## config.mk

```make
export PLATFORM = sky130hd
export DESIGN_NAME = dread_seq
export DESIGN_NICKNAME = d
export VERILOG_FILES = /design/src/rtl/dread_pkg.sv /design/src/rtl/dread_align_chk.sv /design/src/rtl/dread_addr_map.sv /design/src/rtl/dread_seq.sv
export SDC_FILE = /design/constraint.sdc
export NUM_CORES = 1
export LEC_CHECK = 0
export CORE_AREA = 8 8 104 106
export CTS_BUF_LIST = sky130_fd_sc_hd__clkbuf_4 sky130_fd_sc_hd__clkbuf_8
export DETAILED_ROUTE_END_ITERATION = 10
export DIE_AREA = 0 0 112 114
export DONT_BUFFER_PORTS = 1
export PLACE_DENSITY = 0.74
export SYNTH_ARGS = -nofsm -noshare
export SYNTH_HDL_FRONTEND = slang
export SYNTH_SLANG_ARGS = --single-unit
export TNS_END_PERCENT = 1
```

## constraint.sdc

```tcl
create_clock -name clk -period 2.9 [get_ports clk]
set_input_delay 0.725 -clock clk [delete_from_list [all_inputs] [get_ports clk]]
set_output_delay 0.725 -clock clk [all_outputs]
set_load 0.02 [all_outputs]
```

## src/rtl/dread_pkg.sv

```systemverilog
package dread_pkg;

    typedef enum logic [1:0] {
        SZ_BYTE = 2'd0,
        SZ_HALF = 2'd1,
        SZ_WORD = 2'd2,
        SZ_BAD  = 2'd3
    } size_e;

    typedef enum logic [2:0] {
        F_NONE  = 3'd0,
        F_ALIGN = 3'd1,
        F_XLATE = 3'd2,
        F_PERM  = 3'd3,
        F_SIZE  = 3'd4
    } fault_e;

    typedef enum logic [3:0] {
        OP_XLATE      = 4'd0,
        OP_PERM       = 4'd1,
        OP_LK_RB      = 4'd2,
        OP_LK_MAIN    = 4'd3,
        OP_LK_MINI    = 4'd4,
        OP_FLUSH_MAIN = 4'd5,
        OP_FLUSH_MINI = 4'd6,
        OP_DRAIN      = 4'd7,
        OP_ALLOC_MAIN = 4'd8,
        OP_ALLOC_MINI = 4'd9,
        OP_MEM        = 4'd10
    } op_e;

    typedef enum logic [3:0] {
        S_IDLE,
        S_BYPASS,
        S_XLATE,
        S_PERM,
        S_LK_RB,
        S_LK_MAIN,
        S_LK_MINI,
        S_FLUSH,
        S_DRAIN,
        S_ALLOC,
        S_MEM,
        S_DONE
    } state_e;

endpackage

```

## src/rtl/dread_align_chk.sv

```systemverilog
module dread_align_chk
    import dread_pkg::*;
(
    input  logic [1:0] size,
    input  logic [1:0] addr_lo,
    input  logic       align_en,
    output logic       size_bad,
    output logic       misaligned
);

    always_comb begin
        size_bad   = (size == SZ_BAD);
        misaligned = 1'b0;
        if (align_en) begin
            unique case (size)
                SZ_WORD: misaligned = (addr_lo != 2'b00);
                SZ_HALF: misaligned = addr_lo[0];
                default: misaligned = 1'b0;
            endcase
        end
    end

endmodule

```

## src/rtl/dread_addr_map.sv

```systemverilog
module dread_addr_map
    import dread_pkg::*;
#(
    parameter int unsigned    AW     = 32,
    parameter logic [AW-1:0]  WIN_LO = 32'hE000_0000,
    parameter logic [AW-1:0]  WIN_HI = 32'hE800_0000
) (
    input  logic [AW-1:0] pa,
    input  logic [1:0]    va_lo,
    input  logic [1:0]    size,
    output logic          in_win,
    output logic [AW-1:0] unc_addr
);

    localparam int unsigned HI_W = AW - 2;

    always_comb begin
        in_win = (pa >= WIN_LO) && (pa < WIN_HI);
        unique case (size)
            SZ_BYTE: unc_addr = pa | {{HI_W{1'b0}}, va_lo};
            SZ_HALF: unc_addr = pa | {{HI_W{1'b0}}, va_lo[1], 1'b0};
            default: unc_addr = pa;
        endcase
    end

endmodule

```

## src/rtl/dread_seq.sv

```systemverilog
module dread_seq
    import dread_pkg::*;
#(
    parameter int unsigned   AW     = 32,
    parameter int unsigned   DW     = 32,
    parameter logic [AW-1:0] WIN_LO = 32'hE000_0000,
    parameter logic [AW-1:0] WIN_HI = 32'hE800_0000
) (
    input  logic          clk,
    input  logic          rst_n,
    input  logic          req_valid,
    output logic          req_ready,
    input  logic [AW-1:0] req_addr,
    input  logic [1:0]    req_size,
    input  logic          cfg_mmu_en,
    input  logic          cfg_align_en,
    input  logic          cfg_dcache_en,
    output logic          op_req,
    output logic [3:0]    op_kind,
    output logic [AW-1:0] op_addr,
    output logic [1:0]    op_size,
    input  logic          op_ack,
    input  logic          op_fault,
    input  logic          op_hit,
    input  logic          op_b,
    input  logic          op_c,
    input  logic [DW-1:0] op_rdata,
    output logic          done,
    output logic [DW-1:0] rsp_data,
    output logic [2:0]    rsp_fault
);

    localparam logic [AW-1:0] WORD_MASK = ~{{(AW-2){1'b0}}, 2'b11};

    state_e        state_q, state_d;
    logic [AW-1:0] va_q, pa_q, va_w, unc_addr;
    logic [1:0]    size_q;
    logic          b_q, c_q, in_win;
    logic          size_bad, misaligned, accept;
    logic          rsp_ld, drained_q;
    logic [DW-1:0] rsp_data_n;
    fault_e        rsp_fault_n;

    assign accept = req_valid && req_ready;
    assign va_w   = va_q & WORD_MASK;

    dread_align_chk u_align (
        .size       (req_size),
        .addr_lo    (req_addr[1:0]),
        .align_en   (cfg_align_en),
        .size_bad   (size_bad),
        .misaligned (misaligned)
    );

    dread_addr_map #(.AW(AW), .WIN_LO(WIN_LO), .WIN_HI(WIN_HI)) u_map (
        .pa       (pa_q),
        .va_lo    (va_q[1:0]),
        .size     (size_q),
        .in_win   (in_win),
        .unc_addr (unc_addr)
    );

    // next state and response loading
    always_comb begin
        state_d     = state_q;
        rsp_ld      = 1'b0;
        rsp_data_n  = '0;
        rsp_fault_n = F_NONE;
        unique case (state_q)
            S_IDLE: if (accept) begin
                if (size_bad) begin
                    state_d = S_DONE; rsp_ld = 1'b1; rsp_fault_n = F_SIZE;
                end else if (!cfg_mmu_en) begin
                    state_d = S_BYPASS;
                end else if (misaligned) begin
                    state_d = S_DONE; rsp_ld = 1'b1; rsp_fault_n = F_ALIGN;
                end else begin
                    state_d = S_XLATE;
                end
            end
            S_XLATE: if (op_ack) begin
                if (op_fault) begin
                    state_d = S_DONE; rsp_ld = 1'b1; rsp_fault_n = F_XLATE;
                end else begin
                    state_d = S_PERM;
                end
            end
            S_PERM: if (op_ack) begin
                if (op_fault) begin
                    state_d = S_DONE; rsp_ld = 1'b1; rsp_fault_n = F_PERM;
                end else begin
                    state_d = S_LK_RB;
                end
            end
            S_LK_RB, S_LK_MAIN: if (op_ack) begin
                if (op_hit) begin
                    state_d = S_DONE; rsp_ld = 1'b1; rsp_data_n = op_rdata;
                end else begin
                    state_d = (state_q == S_LK_RB) ? S_LK_MAIN : S_LK_MINI;
                end
            end
            S_LK_MINI: if (op_ack) begin
                if (op_hit) begin
                    state_d = S_DONE; rsp_ld = 1'b1; rsp_data_n = op_rdata;
                end else if (in_win) begin
                    if (c_q) begin
                        state_d = S_FLUSH;
                    end else begin
                        state_d = S_DONE; rsp_ld = 1'b1;
                    end
                end else if (b_q) begin
                    state_d = S_DRAIN;
                end else if (c_q && cfg_dcache_en) begin
                    state_d = S_ALLOC;
                end else begin
                    state_d = S_MEM;
                end
            end
            S_DRAIN: if (op_ack) begin
                state_d = (c_q && cfg_dcache_en) ? S_ALLOC : S_MEM;
            end
            S_FLUSH: if (op_ack) begin
                state_d = S_DONE; rsp_ld = 1'b1;
            end
            S_BYPASS, S_ALLOC, S_MEM: if (op_ack) begin
                state_d = S_DONE; rsp_ld = 1'b1; rsp_data_n = op_rdata;
            end
            S_DONE:  state_d = S_IDLE;
            default: state_d = S_IDLE;
        endcase
    end

    // state register
    always_ff @(posedge clk or negedge rst_n) begin
        if (!rst_n) state_q <= S_IDLE;
        else        state_q <= state_d;
    end

    // request, translation and response registers
    always_ff @(posedge clk or negedge rst_n) begin
        if (!rst_n) begin
            va_q      <= '0;
            size_q    <= SZ_BYTE;
            pa_q      <= '0;
            b_q       <= 1'b0;
            c_q       <= 1'b0;
            rsp_data  <= '0;
            rsp_fault <= F_NONE;
            drained_q <= 1'b0;
        end else begin
            if (accept) begin
                va_q      <= req_addr;
                size_q    <= req_size;
                drained_q <= 1'b0;
            end
            if (state_q == S_XLATE && op_ack) begin
                pa_q <= op_rdata[AW-1:0];
                b_q  <= op_b;
                c_q  <= op_c;
            end
            if (state_q == S_DRAIN && op_ack) drained_q <= 1'b1;
            if (rsp_ld) begin
                rsp_data  <= rsp_data_n;
                rsp_fault <= rsp_fault_n;
            end
        end
    end

    // outputs
    always_comb begin
        req_ready = (state_q == S_IDLE);
        done      = (state_q == S_DONE);
        op_req    = 1'b1;
        op_kind   = OP_MEM;
        op_addr   = va_w;
        op_size   = size_q;
        unique case (state_q)
            S_BYPASS:  begin op_kind = OP_MEM;     op_addr = va_q;  end
            S_XLATE:   op_kind = OP_XLATE;
            S_PERM:    op_kind = OP_PERM;
            S_LK_RB:   op_kind = OP_LK_RB;
            S_LK_MAIN: op_kind = OP_LK_MAIN;
            S_LK_MINI: op_kind = OP_LK_MINI;
            S_FLUSH:   begin
                op_kind = b_q ? OP_FLUSH_MAIN : OP_FLUSH_MINI;
                op_addr = pa_q;
            end
            S_DRAIN:   begin op_kind = OP_DRAIN;   op_addr = pa_q;  end
            S_ALLOC:   begin
                op_kind = b_q ? OP_ALLOC_MAIN : OP_ALLOC_MINI;
                op_addr = pa_q;
            end
            S_MEM:     begin op_kind = OP_MEM;     op_addr = unc_addr; end
            default:   op_req = 1'b0;
        endcase
    end


    done_pulse_chk: assert property (@(posedge clk) disable iff (!rst_n)
        done |=> !done);


    op_hold_chk: assert property (@(posedge clk) disable iff (!rst_n)
        (op_req && !op_ack) |=> (op_req && $stable(op_kind) && $stable(op_addr)));


    busy_ready_chk: assert property (@(posedge clk) disable iff (!rst_n)
        op_req |-> !req_ready);


    xlate_aligned_chk: assert property (@(posedge clk) disable iff (!rst_n)
        (op_req && op_kind == OP_XLATE) |-> (op_addr[1:0] == 2'b00));


    flush_needs_c_chk: assert property (@(posedge clk) disable iff (!rst_n)
        (op_req && (op_kind == OP_FLUSH_MAIN || op_kind == OP_FLUSH_MINI)) |-> c_q);


    drain_first_chk: assert property (@(posedge clk) disable iff (!rst_n)
        (op_req && b_q && state_q != S_BYPASS &&
         (op_kind == OP_ALLOC_MAIN || op_kind == OP_ALLOC_MINI || op_kind == OP_MEM))
        |-> drained_q);

endmodule

```

==> reports/summary.txt <==
DR DRC count: 0
Static power due to leakage: 2.52 nW
Worst-case clock skew: 0.0125 ns
Total Negative Setup Slacks: 0 ns
Synthesized area per cell: 10.9 sq um
Setup crit start kind: register
Final hold violation count: 0
HPWL reported at the end of detailed placement: 8.94 mm
Ratio of final minimum period to clock period: 95.5%
Die Y: 114 um
Vias in the first global route: 3,635
Post-Synthesis Net Count: 534
Adder and majority gate portion of the synthesized area: 0.758%
Summed area of non-filler cells in the final layout: 5300 sq um
Clock root cell: sky130_fd_sc_hd__clkbuf_8
Level count of the clock H-tree: 3
Cell row count: 35
Diodes inserted: 0
Critical path capture point type: output pin
# placed instances: 550
I/O pins: 153
Library cell occupying the most area in the post-synthesis netlist: sky130_fd_sc_hd__dfrtp_1
Placeable core region: 9110 sq um
Total via count in the routed design: 3,460
Worst stage delay on the critical path: 0.50 ns
NumNets Final: 530
Prevailing post-synth register cell: sky130_fd_sc_hd__dfrtp_1
Class of the tightest hold or removal check: in2async
Non-filler cells, final: 566
Count of maximum capacitance violations: 0
Number of distinct standard cells referenced by the synthesized netlist: 42
Clock network latency to the later pin of the worst-skew pair: 0.37 ns
Setup violation total in the final timing report: 0
Cell area after technology mapping: 4950 sq um
IR Drop Worst-Case VDD: 618 uV
CP Class: reg2out
TritonCTS clock tree: yes
Most used cells in the layout excluding fill and tap cells: 111 x sky130_fd_sc_hd__nand2_1, 106 x sky130_fd_sc_hd__dfrtp_1, 56 x sky130_fd_sc_hd__mux2_2, 33 x sky130_fd_sc_hd__a22o_1, 13 x sky130_fd_sc_hd__o21ai_0
Maximum clock frequency: 361 MHz
XOR/XNOR Fraction of Synth Area: 0%
Critical path, cell by cell: nand2_1 > a21oi_4 > buf_4 > mux2_1
Per-cell via count in the routed design: 6.11
Post-CTS Hold Buffers: 0
Wire length of the first global-routing pass: 20.0 mm
Clk buf depth: 2
Largest net degree at the start of global routing: 108
Multiplexer share of the synthesized area: 14.8%
Data required time of the worst path: 2.17 ns
Die area: 12,800 sq um
Antenna-violating nets left: 0
Gate family responsible for the most delay along the worst path: flip-flops
Largest family of logic cells by synthesized area: multiplexers
Most common library cell in the layout ignoring fill and taps: sky130_fd_sc_hd__nand2_1
Outcome: finished, final reports clean
Die boundary width: 112 um
Worst-Margin Slew: 0.642 ns
Crit-path slowest cell: sky130_fd_sc_hd__dfrtp_1
Critical path buffer and inverter count: 1
Final core area utilization: 58.2%
Final Max Slew Viols: 0
Per-cell routed wire length: 22.1 um
Buffers on Ports: 0
Placement-stage cell area: 5100 sq um
Wire length reported by the detailed router: 12.5 mm
Share of layout cells above drive strength 1: 20.7%
Number of enable-type register cells in the synthesized netlist: 0
Worst-path clk slew: 0.10 ns
Area growth from synthesis to layout: 7.00%
Minimum period implied by the final worst setup slack: 2.77 ns
Proportion of synthesized chip area in sequential cells: 54.1%
Area share of the largest cell type after synthesis: 54.1%
Pwr dens: 1300 nW/um^2
Number of sinks handled by clock tree synthesis: 107
Critical Path AT: 2.04 ns
Number of synthesis warnings: 0
Fraction of synthesis flops using an asynchronous set or reset pin: 100%
DRC violation total after the first TritonRoute iteration: 233
Gate count of the mapped netlist: 454
GR Util All Layers: 19.9%
Gp weighted congestion: 0.936
Number of inserted filler cells in the final layout: 784
Compound-Gate Fraction of Synth Area: 12.7%
Setup repair after global routing missed its margin: no
Antenna violations before repair: 0
Top post-synthesis cells by area: sky130_fd_sc_hd__dfrtp_1 54%, sky130_fd_sc_hd__mux2_2 13%, sky130_fd_sc_hd__nand2_1 8.4%
Worst slew margin relative to its limit: 57.2%
First-pass iteration count of the detailed router: 4
CTS buffer count: 9
Total grt overflow: 0
Initial core utilization: 54.4%
Maximum fanout encountered on the critical timing path: 19
Share of synthesized cell area in and, or, nand and nor gates: 14.1%
FF+latch count, synth: 107
==> metrics by stage <==
step / power [mW] / hold WS (ns) / setup WS [ns]
2_1_floorplan: 5.35 / 0.429 / 0.380
3_3_place_gp: 5.97 / 0.433 / 0.525
3_5_place_dp: 6.06 / 0.433 / 0.483
4_1_cts: 6.97 / 0.0151 / 0.0783
5_1_grt: 7.36 / 0.00381 / 0.00598
6_report: 6.91 / 0.0485 / 0.131
==> Yosys cell counts, types with 3 or more instances <==
master and n:
sky130_fd_sc_hd__buf_2 5, sky130_fd_sc_hd__a21o_1 4, sky130_fd_sc_hd__nand3_1 4, sky130_fd_sc_hd__ha_1 3, sky130_fd_sc_hd__a31o_2 3, sky130_fd_sc_hd__clkbuf_1 19
sky130_fd_sc_hd__buf_6 4, sky130_fd_sc_hd__nor3_1 5, sky130_fd_sc_hd__mux2_1 9, sky130_fd_sc_hd__mux2_2 56, sky130_fd_sc_hd__inv_1 10, sky130_fd_sc_hd__a22o_1 33
sky130_fd_sc_hd__a21oi_1 14, sky130_fd_sc_hd__nor2_1 9, sky130_fd_sc_hd__dfrtp_1 107, sky130_fd_sc_hd__nand2_1 111, sky130_fd_sc_hd__nor2b_1 7, sky130_fd_sc_hd__nand2b_1 6
sky130_fd_sc_hd__o21ai_0 13
==> state kept, by name (all words and copies together) (netlist names) <==
signal and count:
pa_q 32, rsp_data 32, va_q 32, state_q 4
rsp_fault 3, op_size 2, b_q 1, c_q 1
==> worst register-to-register path: cells and delay by family, from the launching register on <==
family / cells / cell delay [ns]
buffers and inverters: 2 / 0.52
AND/OR/NAND/NOR: 2 / 0.48
AO/OA/AOI/OAI: 3 / 0.71
flip-flops: 1 / 0.49
==> repair_timing <==
item | CTS | global route
endpoints found under the setup margin | 0 | 19
resized for setup | 0 | 2
setup buffers | 0 | 0
==> metal layers <==
metal,vias up,wire length [um],share of wire [%],global-route usage [%]
met5,-,0,0,0
met4,0,216,1.7,5.22
met3,20,1100,8.8,7.98
met2,150,6180,49,32.8
met1,1714,4990,40,23.8
li1,1576,-,-,-
==> area by class of cell <==
cell class	count	area [sq um]	area share [%]
Inverter	10	37.5	0.708
Clock buffer	10	131	2.48
Sequential cell	107	2680	50.6
Clock inverter	6	63.8	1.20
Multi-Input combinational cell	309	2130	40.1
Timing Repair Buffer	13	123	2.31
Tap cell	111	139	2.62
==> report_power, final <==
part	switching, mW	internal, mW	total [mW]
logic	1.83	1.26	3.09
clock network	0.545	0.348	0.893
registers	0.753	2.18	2.93
total	3.13	3.78	6.91
==> worst paths after layout <==
path / startpoint / to / slack (ns) / depth (start not counted)
max in group asynchronous: rst_n / state_q[1] / 2.66 / 0
min in group clk: req_addr[14] / va_q[14] / 0.46 / 2
max reg2reg: state_q[2] / rsp_data[14] / 0.60 / 7
max: state_q[0] / op_addr[25] / 0.13 / 4
min: rst_n / state_q[3] / 0.05 / 0
min reg2reg: va_q[27] / va_q[27] / 0.48 / 2
==> logic make-up (layout without fill, tap and decap cells) <==
| group | after synthesis | after routing |
|---|---|---|
| AOI/OAI and AO/OA | 85 | 85 |
| and+or+nand+nor | 156 | 156 |
| adders and majority gates | 3 | 3 |
| DFF | 107 | 107 |
| muxes | 65 | 65 |
| buffers and inverters | 38 | 39 |
Power figures use the tool's default switching activity.
